==> config.mk <==
export PLATFORM = sky130hd
export DESIGN_NAME = capture_timer
export DESIGN_NICKNAME = d
export VERILOG_FILES = /design/src/rtl/ct_pkg.sv /design/src/rtl/ct_w1c_flag.sv /design/src/rtl/ct_counter.sv /design/src/rtl/ct_channel.sv /design/src/rtl/capture_timer.sv
export SDC_FILE = /design/constraint.sdc
export NUM_CORES = 1
export LEC_CHECK = 0
export BUFFER_PORTS_ARGS = -buffer_cell sky130_fd_sc_hd__buf_2
export CAP_MARGIN = 15
export CORE_MARGIN = 2
export CORE_UTILIZATION = 40
export DETAILED_ROUTE_END_ITERATION = 8
export PLACE_DENSITY = 0.61
export REMOVE_ABC_BUFFERS = 1
export SLEW_MARGIN = 30
export SYNTH_ARGS = -nofsm -noshare
export SYNTH_HDL_FRONTEND = slang
export SYNTH_HIERARCHICAL = 1
export SYNTH_SLANG_ARGS = --single-unit
==> constraint.sdc <==
create_clock -name clk -period 2.4 [get_ports clk]
set_clock_uncertainty 0.05 [all_clocks]
set_input_delay 0.12 -clock clk [delete_from_list [all_inputs] [get_ports clk]]
set_output_delay 0.12 -clock clk [all_outputs]
set_load 0.05 [all_outputs]
==> src/rtl/ct_pkg.sv <==
// Shared register map and status bit positions for the capture timer.
// Assumes word addressing on the register port.
package ct_pkg;
    localparam int CT_ADDR_CTRL    = 0;
    localparam int CT_ADDR_STAT    = 1;
    localparam int CT_ADDR_CAP0    = 2;
    localparam int CT_CTRL_RUN     = 0;
    localparam int CT_CTRL_OVF_IE  = 1;
    localparam int CT_CTRL_CAP_IE0 = 2;
    localparam int CT_STAT_OVF     = 0;
    localparam int CT_STAT_CAP0    = 1;
endpackage

==> src/rtl/ct_w1c_flag.sv <==
// One sticky status bit. A hardware set takes priority over a software clear
// in the same clock. Assumes set and clr are synchronous to clk.
module ct_w1c_flag (
    input  logic clk,
    input  logic rst_n,
    input  logic set,
    input  logic clr,
    output logic q
);
    // Hold the flag; the set has priority over the clear.
    always_ff @(posedge clk) begin
        if (!rst_n)   q <= 1'b0;
        else if (set) q <= 1'b1;
        else if (clr) q <= 1'b0;
    end
endmodule

==> src/rtl/ct_counter.sv <==
// Full-rate counter with a wrap count extension. wrap is high in the cycle
// whose clock edge takes the low half from all ones to zero.
// Assumes run is a registered control bit.
module ct_counter #(
    parameter int CNT_W = 16
) (
    input  logic             clk,
    input  logic             rst_n,
    input  logic             run,
    output logic [CNT_W-1:0] lo,
    output logic [CNT_W-1:0] hi,
    output logic             wrap
);
    localparam logic [CNT_W-1:0] TOP = '1;

    assign wrap = run && (lo == TOP);

    // Advance the low half; bump the high half on the same edge as the wrap.
    always_ff @(posedge clk) begin
        if (!rst_n) begin
            lo <= '0;
            hi <= '0;
        end else if (run) begin
            lo <= lo + CNT_W'(1);
            if (wrap) hi <= hi + CNT_W'(1);
        end
    end
endmodule

==> src/rtl/ct_channel.sv <==
// One capture channel. The input is synchronized by two flops, then a rising
// edge loads the stamp and sets the capture flag. A capture landing on a set,
// uncleared flag raises overcapture. Assumes the stamp is registered
// upstream, so both halves change together.
module ct_channel #(
    parameter int STAMP_W = 32
) (
    input  logic               clk,
    input  logic               rst_n,
    input  logic               cap_in,
    input  logic [STAMP_W-1:0] stamp,
    input  logic               clr_cap,
    input  logic               clr_ovr,
    output logic               evt,
    output logic [STAMP_W-1:0] cap_val,
    output logic               cap_flag,
    output logic               ovr_flag
);
    logic [1:0] sync_q;
    logic       prev_q;

    // Synchronize the asynchronous input and keep its last value.
    always_ff @(posedge clk) begin
        if (!rst_n) begin
            sync_q <= '0;
            prev_q <= 1'b0;
        end else begin
            sync_q <= {sync_q[0], cap_in};
            prev_q <= sync_q[1];
        end
    end

    assign evt = sync_q[1] & ~prev_q;

    // Load the stamp on a detected rising edge.
    always_ff @(posedge clk) begin
        if (!rst_n)   cap_val <= '0;
        else if (evt) cap_val <= stamp;
    end

    ct_w1c_flag cap_f (
        .clk(clk), .rst_n(rst_n), .set(evt), .clr(clr_cap), .q(cap_flag)
    );

    ct_w1c_flag ovr_f (
        .clk(clk), .rst_n(rst_n), .set(evt & cap_flag & ~clr_cap),
        .clr(clr_ovr), .q(ovr_flag)
    );
endmodule

==> src/rtl/capture_timer.sv <==
// Input capture timer top. It holds the control register and builds the
// status word and the combined interrupt. It decodes register writes and
// drives the combinational read mux.
// Assumes NUM_CH + 2 <= 2**ADDR_W and 1 + 2*NUM_CH <= 2*CNT_W.
module capture_timer
    import ct_pkg::*;
#(
    parameter int CNT_W  = 16,
    parameter int NUM_CH = 2,
    parameter int ADDR_W = 4
) (
    input  logic                 clk,
    input  logic                 rst_n,
    input  logic [NUM_CH-1:0]    cap_in,
    input  logic                 wr_en,
    input  logic [ADDR_W-1:0]    wr_addr,
    input  logic [2*CNT_W-1:0]   wr_data,
    input  logic [ADDR_W-1:0]    rd_addr,
    output logic [2*CNT_W-1:0]   rd_data,
    output logic                 irq
);
    localparam int DW = 2 * CNT_W;
    localparam int SW = 1 + 2 * NUM_CH;
    localparam int CW = CT_CTRL_CAP_IE0 + NUM_CH;

    logic [CW-1:0]        ctrl_q;
    logic                 run, ovf_ie, wrap, ovf_flag, stat_wr;
    logic [CNT_W-1:0]     cnt_lo, cnt_hi;
    logic [SW-1:0]        clr_vec, stat;
    logic [NUM_CH-1:0]    cap_evt, cap_flags, ovr_flags, ch_pend;
    logic [NUM_CH*DW-1:0] cap_flat;
    wire                  unused_wr_bits = ^wr_data[DW-1:SW];

    assign run     = ctrl_q[CT_CTRL_RUN];
    assign ovf_ie  = ctrl_q[CT_CTRL_OVF_IE];
    assign stat_wr = wr_en && (wr_addr == ADDR_W'(CT_ADDR_STAT));
    assign clr_vec = stat_wr ? wr_data[SW-1:0] : '0;

    // Control register: run bit and per-source interrupt enables.
    always_ff @(posedge clk) begin
        if (!rst_n) ctrl_q <= '0;
        else if (wr_en && wr_addr == ADDR_W'(CT_ADDR_CTRL)) ctrl_q <= wr_data[CW-1:0];
    end

    ct_counter #(.CNT_W(CNT_W)) cnt_i (
        .clk(clk), .rst_n(rst_n), .run(run), .lo(cnt_lo), .hi(cnt_hi), .wrap(wrap)
    );

    ct_w1c_flag ovf_i (
        .clk(clk), .rst_n(rst_n), .set(wrap), .clr(clr_vec[CT_STAT_OVF]), .q(ovf_flag)
    );

    for (genvar ch = 0; ch < NUM_CH; ch++) begin : g_ch
        ct_channel #(.STAMP_W(DW)) ch_i (
            .clk(clk), .rst_n(rst_n), .cap_in(cap_in[ch]), .stamp({cnt_hi, cnt_lo}),
            .clr_cap(clr_vec[CT_STAT_CAP0 + ch]), .clr_ovr(clr_vec[CT_STAT_CAP0 + NUM_CH + ch]),
            .evt(cap_evt[ch]), .cap_val(cap_flat[ch*DW +: DW]),
            .cap_flag(cap_flags[ch]), .ovr_flag(ovr_flags[ch])
        );
    end

    assign stat    = {ovr_flags, cap_flags, ovf_flag};
    assign ch_pend = (cap_flags | ovr_flags) & ctrl_q[CW-1:CT_CTRL_CAP_IE0];
    assign irq     = (ovf_flag & ovf_ie) | (|ch_pend);

    // Read mux without side effects; unmapped addresses return zero.
    always_comb begin
        rd_data = '0;
        if (rd_addr == ADDR_W'(CT_ADDR_CTRL))      rd_data = DW'(ctrl_q);
        else if (rd_addr == ADDR_W'(CT_ADDR_STAT)) rd_data = DW'(stat);
        else begin
            for (int ch = 0; ch < NUM_CH; ch++) begin
                if (rd_addr == ADDR_W'(CT_ADDR_CAP0 + ch)) rd_data = cap_flat[ch*DW +: DW];
            end
        end
    end
endmodule

# Word level (Yosys, flattened, before mapping)
# Cells that the tools add are included.
[word_totals] in_bits=45 word_cells=62 reg_bits=111
[classes] n_bitwise=14 eq_ne=5 addsub=2 reduce_logical=12 n_mux=15
[ops] operator="$mux 32" n=4
[ops] operator="$add 16x1->16 const B" n=2
[ops] operator="$eq 16x16->1 const B" n=1
[ops] operator="$mux 1" n=10
[ops] operator="$reduce_bool 2->1" n=5
[ops] operator="$eq 4x1->1 const B" n=2
[ops] operator="$eq 4x2->1 const B" n=2
[ops] operator="$logic_not 4->1" n=2
[ops] operator="$and 1x1->1" n=7
[ops] operator="$mux 5" n=1
[ops] operator="$not 1->1" n=4
[ops] operator="$logic_and 1x1->1" n=3
[ops] operator="$and 2x2->2" n=1
[ops] operator="$or 2x2->2" n=1
[ops] operator="$reduce_and 2->1" n=1
[ops] operator="$reduce_or 2->1" n=1
[ops] operator="$or 1x1->1" n=1

# Longest topological paths before layout
[depth] ltp_word=6 mapped_depth=7 mapped_depth_nobuf=5

# Hierarchy
# Netlist, hierarchy kept.
[modules_own_cells] module="ct_channel" instances=2 seq_area_each_um2=700.7 area_each_um2=1420.1 cells_per_inst=147
[modules_own_cells] module="ct_counter" instances=1 seq_area_each_um2=640.6 area_each_um2=1560.2 cells_per_inst=185
[modules_own_cells] module="capture_timer" instances=1 seq_area_each_um2=80.1 area_each_um2=728.2 cells_per_inst=80
[modules_own_cells] module="ct_w1c_flag" instances=5 seq_area_each_um2=20.0 area_each_um2=41.3 cells_per_inst=3

# Least setup slack after synthesis
# Ideal clock, no wire load.
[synth_timing] kind="register to register" start="reg cnt_i.lo[0]" end="reg cnt_i.hi[15]" required_ns=2.278 synth_period_minus_slack_ns=2.090 stages_incl_launch_ff=8 setup_time_ns=0.072 path_slack_ns=0.310 t_arrival_ns=1.969 path_cell_list="dfxtp_1 ha_1 nand4_1 or4_1 buf_2 buf_6 nor4_1 mux2i_1"
[synth_via] elab_chain_cells=3
[synth_lines] item="start: declaration" line="ct_counter.sv:10" source="output logic [CNT_W-1:0] lo,"
[synth_lines] item="start signal: assignment" line="ct_counter.sv:24" source="lo <= lo + CNT_W'(1);"
[synth_lines] item="$eq 16x16->1" line="ct_counter.sv:16" source="assign wrap = run && (lo == TOP);"
[synth_lines] item="$logic_and 1x1->1" line="ct_counter.sv:16"
[synth_lines] item="$reduce_and 2->1 (no source line)"
[synth_lines] item="end signal: assignment" line="ct_counter.sv:25" source="if (wrap) hi <= hi + CNT_W'(1);"
[synth_lines] item="end: declaration" line="ct_counter.sv:11" source="output logic [CNT_W-1:0] hi,"
# Every way passes these cells.
# A chain may end at the register's enable or synchronous reset.

# Worst setup path after layout
[layout_timing] start="reg cnt_i.lo[3]" end="reg cnt_i.hi[8]"
# The elaborated chain is that of the path after synthesis.

==> results.py <==
metrics = {
    "pwr": {
        "clockPowerShare_pct": 43.6,
        "leakage_power_nw": 2.16,
        "internal_power_mw": 2.82,
        "p_sw_mw": 0.758,
        "combinationalPowerShare_pct": 4.7,
        "p_sw_share_pct": 21.2,
        "p_seq_share_pct": 51.7,
        "ir_worst_vdd_mv": 0.387,
        "power_per_cell_area_nw_per_um2": 597,
    },
    "sta": {
        "fin_crit_ns": 2.18,
        "final_hold_violations": 0,
        "setup_violations": 0,
        "rsz0062_at_grt": "no",
        "final_max_tran_viols": 0,
        "timing.max_slew.rel_slack_pct": 54.3,
        "clock.fmax_mhz": 459,
        "tightest_slew_ns": 0.684,
        "final_min_period_over_clock_period_pct": 90.9,
        "setup_total_negative_slack_ns": 0,
    },
    "worst_setup_path": {
        "critical_path.n_buffers_inverters": 1,
        "timing.critical_path.required_ns": 2.63,
        "worst-endpoint-arrival_ns": 2.41,
        "critPathMostFrequentCell": "sky130_fd_sc_hd__or4_1",
        "reg2reg_to": "cnt_i/hi[8]",
        "critical_path.slowest_cell": "sky130_fd_sc_hd__or4_1",
        "critical_path.top_delay_family": "simple AND/OR/NAND/NOR gates",
        "worst-path-max-fanout": 24,
        "sequence_of_cells_on_the_critical_path": "nand4_4 -> or4_1 -> buf_4 -> or4_1 -> a21oi_1",
        "endpoint_kind": "register",
        "critical_path_depth": 5,
        "crit_path_largest_cell_delay_ns": 0.56,
        "timing.rr.start": "cnt_i/lo[3]",
        "critPathKind": "reg2reg",
        "setup.reg_to_reg.worst_slack_ns": 0.22,
        "start_kind": "register",
        "worst_r2r_path_depth": 5,
    },
    "logic_synthesis": {
        "synthAdderAreaFrac_pct": 0.469,
        "post_synth.cell_area_avg_sq_um": 9.29,
        "synth_top_cell_area_share_pct": 41.7,
        "yosysUniqueCellTypes": 46,
        "synthDominantAreaCellType": "sky130_fd_sc_hd__dfxtp_1",
        "yosysWarningCount": 6,
        "synth_compound_area_share_pct": 10.0,
        "syn-cell-area_sq_um": 5340,
        "synth_most_common_cell": "sky130_fd_sc_hd__nand2_1",
        "combinational_family_with_the_most_area_after_synthesis": "simple AND/OR/NAND/NOR gates",
        "synth-async-reset-ratio_pct": 0,
        "netlist_top_cells_count": "161 x sky130_fd_sc_hd__nand2_1, 111 x sky130_fd_sc_hd__dfxtp_1, 73 x sky130_fd_sc_hd__mux2i_1",
        "register_bit_total_from_synthesis": 111,
        "yosys.area_share.xor_xnor_pct": 1.48,
        "synth-edff-count": 0,
        "synthCells": 574,
        "postSynth.topFlopCell": "sky130_fd_sc_hd__dfxtp_1",
        "synth.top_cells.by_area": "sky130_fd_sc_hd__dfxtp_1 42%, sky130_fd_sc_hd__mux2i_1 14%, sky130_fd_sc_hd__nand2_1 11%",
        "synth_mux_area_share_pct": 15.6,
        "synth_simple_gate_area_share_pct": 24.0,
        "synth_sequential_area_ratio_pct": 41.7,
    },
    "routing": {
        "ant_nets": 0,
        "total_routed_length_um": 11000,
        "dr.first_iter.drc_count": 263,
        "detailedRoute.firstPassIterationCount": 4,
        "route.detailed.wl_per_inst_um": 13.8,
        "detail_route.vias_per_cell": 5.10,
        "drc": 0,
        "detailroute.via_count": 4067,
    },
    "grt": {
        "global_route.overflow_total": 0,
        "antenna_found_initial": 0,
        "grt_start_max_net_pins": 168,
        "grt_use_total_pct": 16.2,
        "grt_first_pass_wirelength_um": 19000,
        "first_global_vias": 3956,
    },
    "hold_path": {
        "min_path_cells": 3,
        "hp-start": "rst_n",
        "path_class_of_the_lowest_slack_min_delay_path": "in2reg",
        "timing.hold.worst_endpoint": "cnt_i/lo[9]",
    },
    "place": {
        "place_congestion": 0.803,
        "post-dp-hpwl_um": 7240,
        "placed_cells": 778,
        "place.port_buffers": 50,
    },
    "floorplan": {
        "die_width_um": 119,
        "design.die.area_sq_um": 14300,
        "floorplan.core_area_sq_um": 13100,
        "io_pins": 78,
        "rows": 42,
        "floorplan.initialDensity_pct": 40.6,
        "die_h_um": 119,
    },
    "cells_and_area": {
        "layout.nets": 666,
        "antenna-diode-count": 0,
        "layout-drive-gt1-share_pct": 19.8,
        "fillerInstances": 1293,
        "layout-area-overhead-vs-synth_pct": 12.4,
        "finish.cell_count_without_fillers": 798,
    },
    "outcome": {
        "outcome": "complete, no violations",
    },
    "clocking": {
        "cts_root_buf": "sky130_fd_sc_hd__clkbuf_16",
        "buffer_depth_of_the_longest_clock_path": 2,
        "tritoncts.num_buffers": 9,
        "post-cts-setup-buffer-count": 0,
        "cts.reportedPaths.clkPinSlew_ns": 0.07,
        "ctsHoldBuffers": 6,
        "clock_sinks": 111,
        "cts.htree.levels": 3,
        "insertion_delay_of_the_later_clocked_pin_in_the_worst_skew_pair_ns": 0.35,
        "tritoncts_clock_tree": "yes",
        "post_cts_resized": 0,
    },
    "run": {
        "timing.max_cap.violations": 0,
    },
}
==> sequential cells by signal (all words and copies together) (netlist names) <==
| name | count |
|---|---|
| cnt_i/hi | 16 |
| cnt_i/lo | 16 |
| ctrl_q | 4 |
| g_ch.ch_i/cap_f/q | 2 |
| g_ch.ch_i/cap_val | 64 |
| g_ch.ch_i/ovr_f/q | 2 |
| g_ch.ch_i/prev_q | 2 |
| g_ch.ch_i/sync_q | 4 |
| ovf_i/q | 1 |
==> final cells by class <==
class,instances,area [sq um],share of cell area [%]
clock buffer,11,233,3.88
clock inverter,3,68.8,1.15
inverter,7,26.3,0.438
multi-input combinational,416,2750,45.9
sequential,111,2220,37.1
tap,176,220,3.67
timing repair buffer,74,473,7.89
==> cell usage in the layout, fill, tap and decap left out, types with 8 or more instances in the layout <==
cell type,instances
sky130_fd_sc_hd__nand2b_1,9
sky130_fd_sc_hd__clkbuf_16,9
sky130_fd_sc_hd__nor2_1,14
sky130_fd_sc_hd__dfxtp_1,111
sky130_fd_sc_hd__a22o_2,26
sky130_fd_sc_hd__nand4_1,8
sky130_fd_sc_hd__a21oi_1,12
sky130_fd_sc_hd__o21ai_0,10
sky130_fd_sc_hd__buf_4,17
sky130_fd_sc_hd__mux2i_1,73
sky130_fd_sc_hd__and2_1,16
sky130_fd_sc_hd__buf_2,49
sky130_fd_sc_hd__or3_1,8
sky130_fd_sc_hd__nand2_1,161
==> power by group through the flow <==
stage	logic (mW)	registers, mW	clock network, mW
3_3_place_gp	0.160	1.90	0
2_1_floorplan	0.0722	1.89	0
5_1_grt	0.184	1.85	1.66
3_5_place_dp	0.163	1.90	0
4_1_cts	0.171	1.85	1.61
6_report	0.168	1.85	1.56
==> kinds of logic after synthesis <==
| family | Yosys count |
|---|---|
| AND/OR/NAND/NOR | 259 |
| flip-flops | 111 |
| multiplexers | 78 |
| AO/OA/AOI/OAI | 68 |
| buffers and inverters | 47 |
| XOR/XNOR | 9 |
| adder cells (fa/ha/maj) | 2 |
==> through the flow <==
stage                     total power [mW]  hold WS, ns  utilization [%]  worst slack [ns]  area [sq um]
after floorplan                       1.97        0.187                -             0.171          5000
after global placement                2.06        0.283             42.9             0.282          5630
after detailed placement              2.06        0.286             42.9             0.237          5630
after CTS                             3.63       0.0557             45.6             0.217          6000
after global routing                  3.70       0.0730             45.6            0.0234          6000
final                                 3.58       0.0679             45.6             0.219          6000
==> worst reg2reg max path, cell delays in order (launching register included) <==
cell and delay [ns]:
sky130_fd_sc_hd__dfxtp_1 0.47, sky130_fd_sc_hd__nand4_4 0.18, sky130_fd_sc_hd__or4_1 0.56, sky130_fd_sc_hd__buf_4 0.23
sky130_fd_sc_hd__or4_1 0.48, sky130_fd_sc_hd__a21oi_1 0.15
==> worst max path at each step <==
| stage | from | to | slack, ns |
|---|---|---|---|
| 6_report | cnt_i/lo[3] | cnt_i/hi[8] | 0.22 |
| 5_1_grt | cnt_i/lo[0] | cnt_i/hi[13] | 0.02 |
| 4_1_cts | cnt_i/lo[3] | cnt_i/hi[8] | 0.22 |
| 3_5_place_dp | cnt_i/lo[3] | cnt_i/hi[8] | 0.24 |
| 3_3_place_gp | cnt_i/lo[0] | cnt_i/hi[8] | 0.28 |
| 2_1_floorplan | cnt_i/lo[0] | cnt_i/hi[10] | 0.17 |
==> per-layer routing <==
metal / routed length, um / track usage (%) / vias up
met1: 5130 / 21.0 / 1925
met5: 0 / 0 / -
met4: 131 / 4.85 / 0
met2: 5290 / 27.2 / 66
li1: - / - / 2066
met3: 430 / 3.61 / 10
No activity file was read; power rests on OpenSTA's default activity.
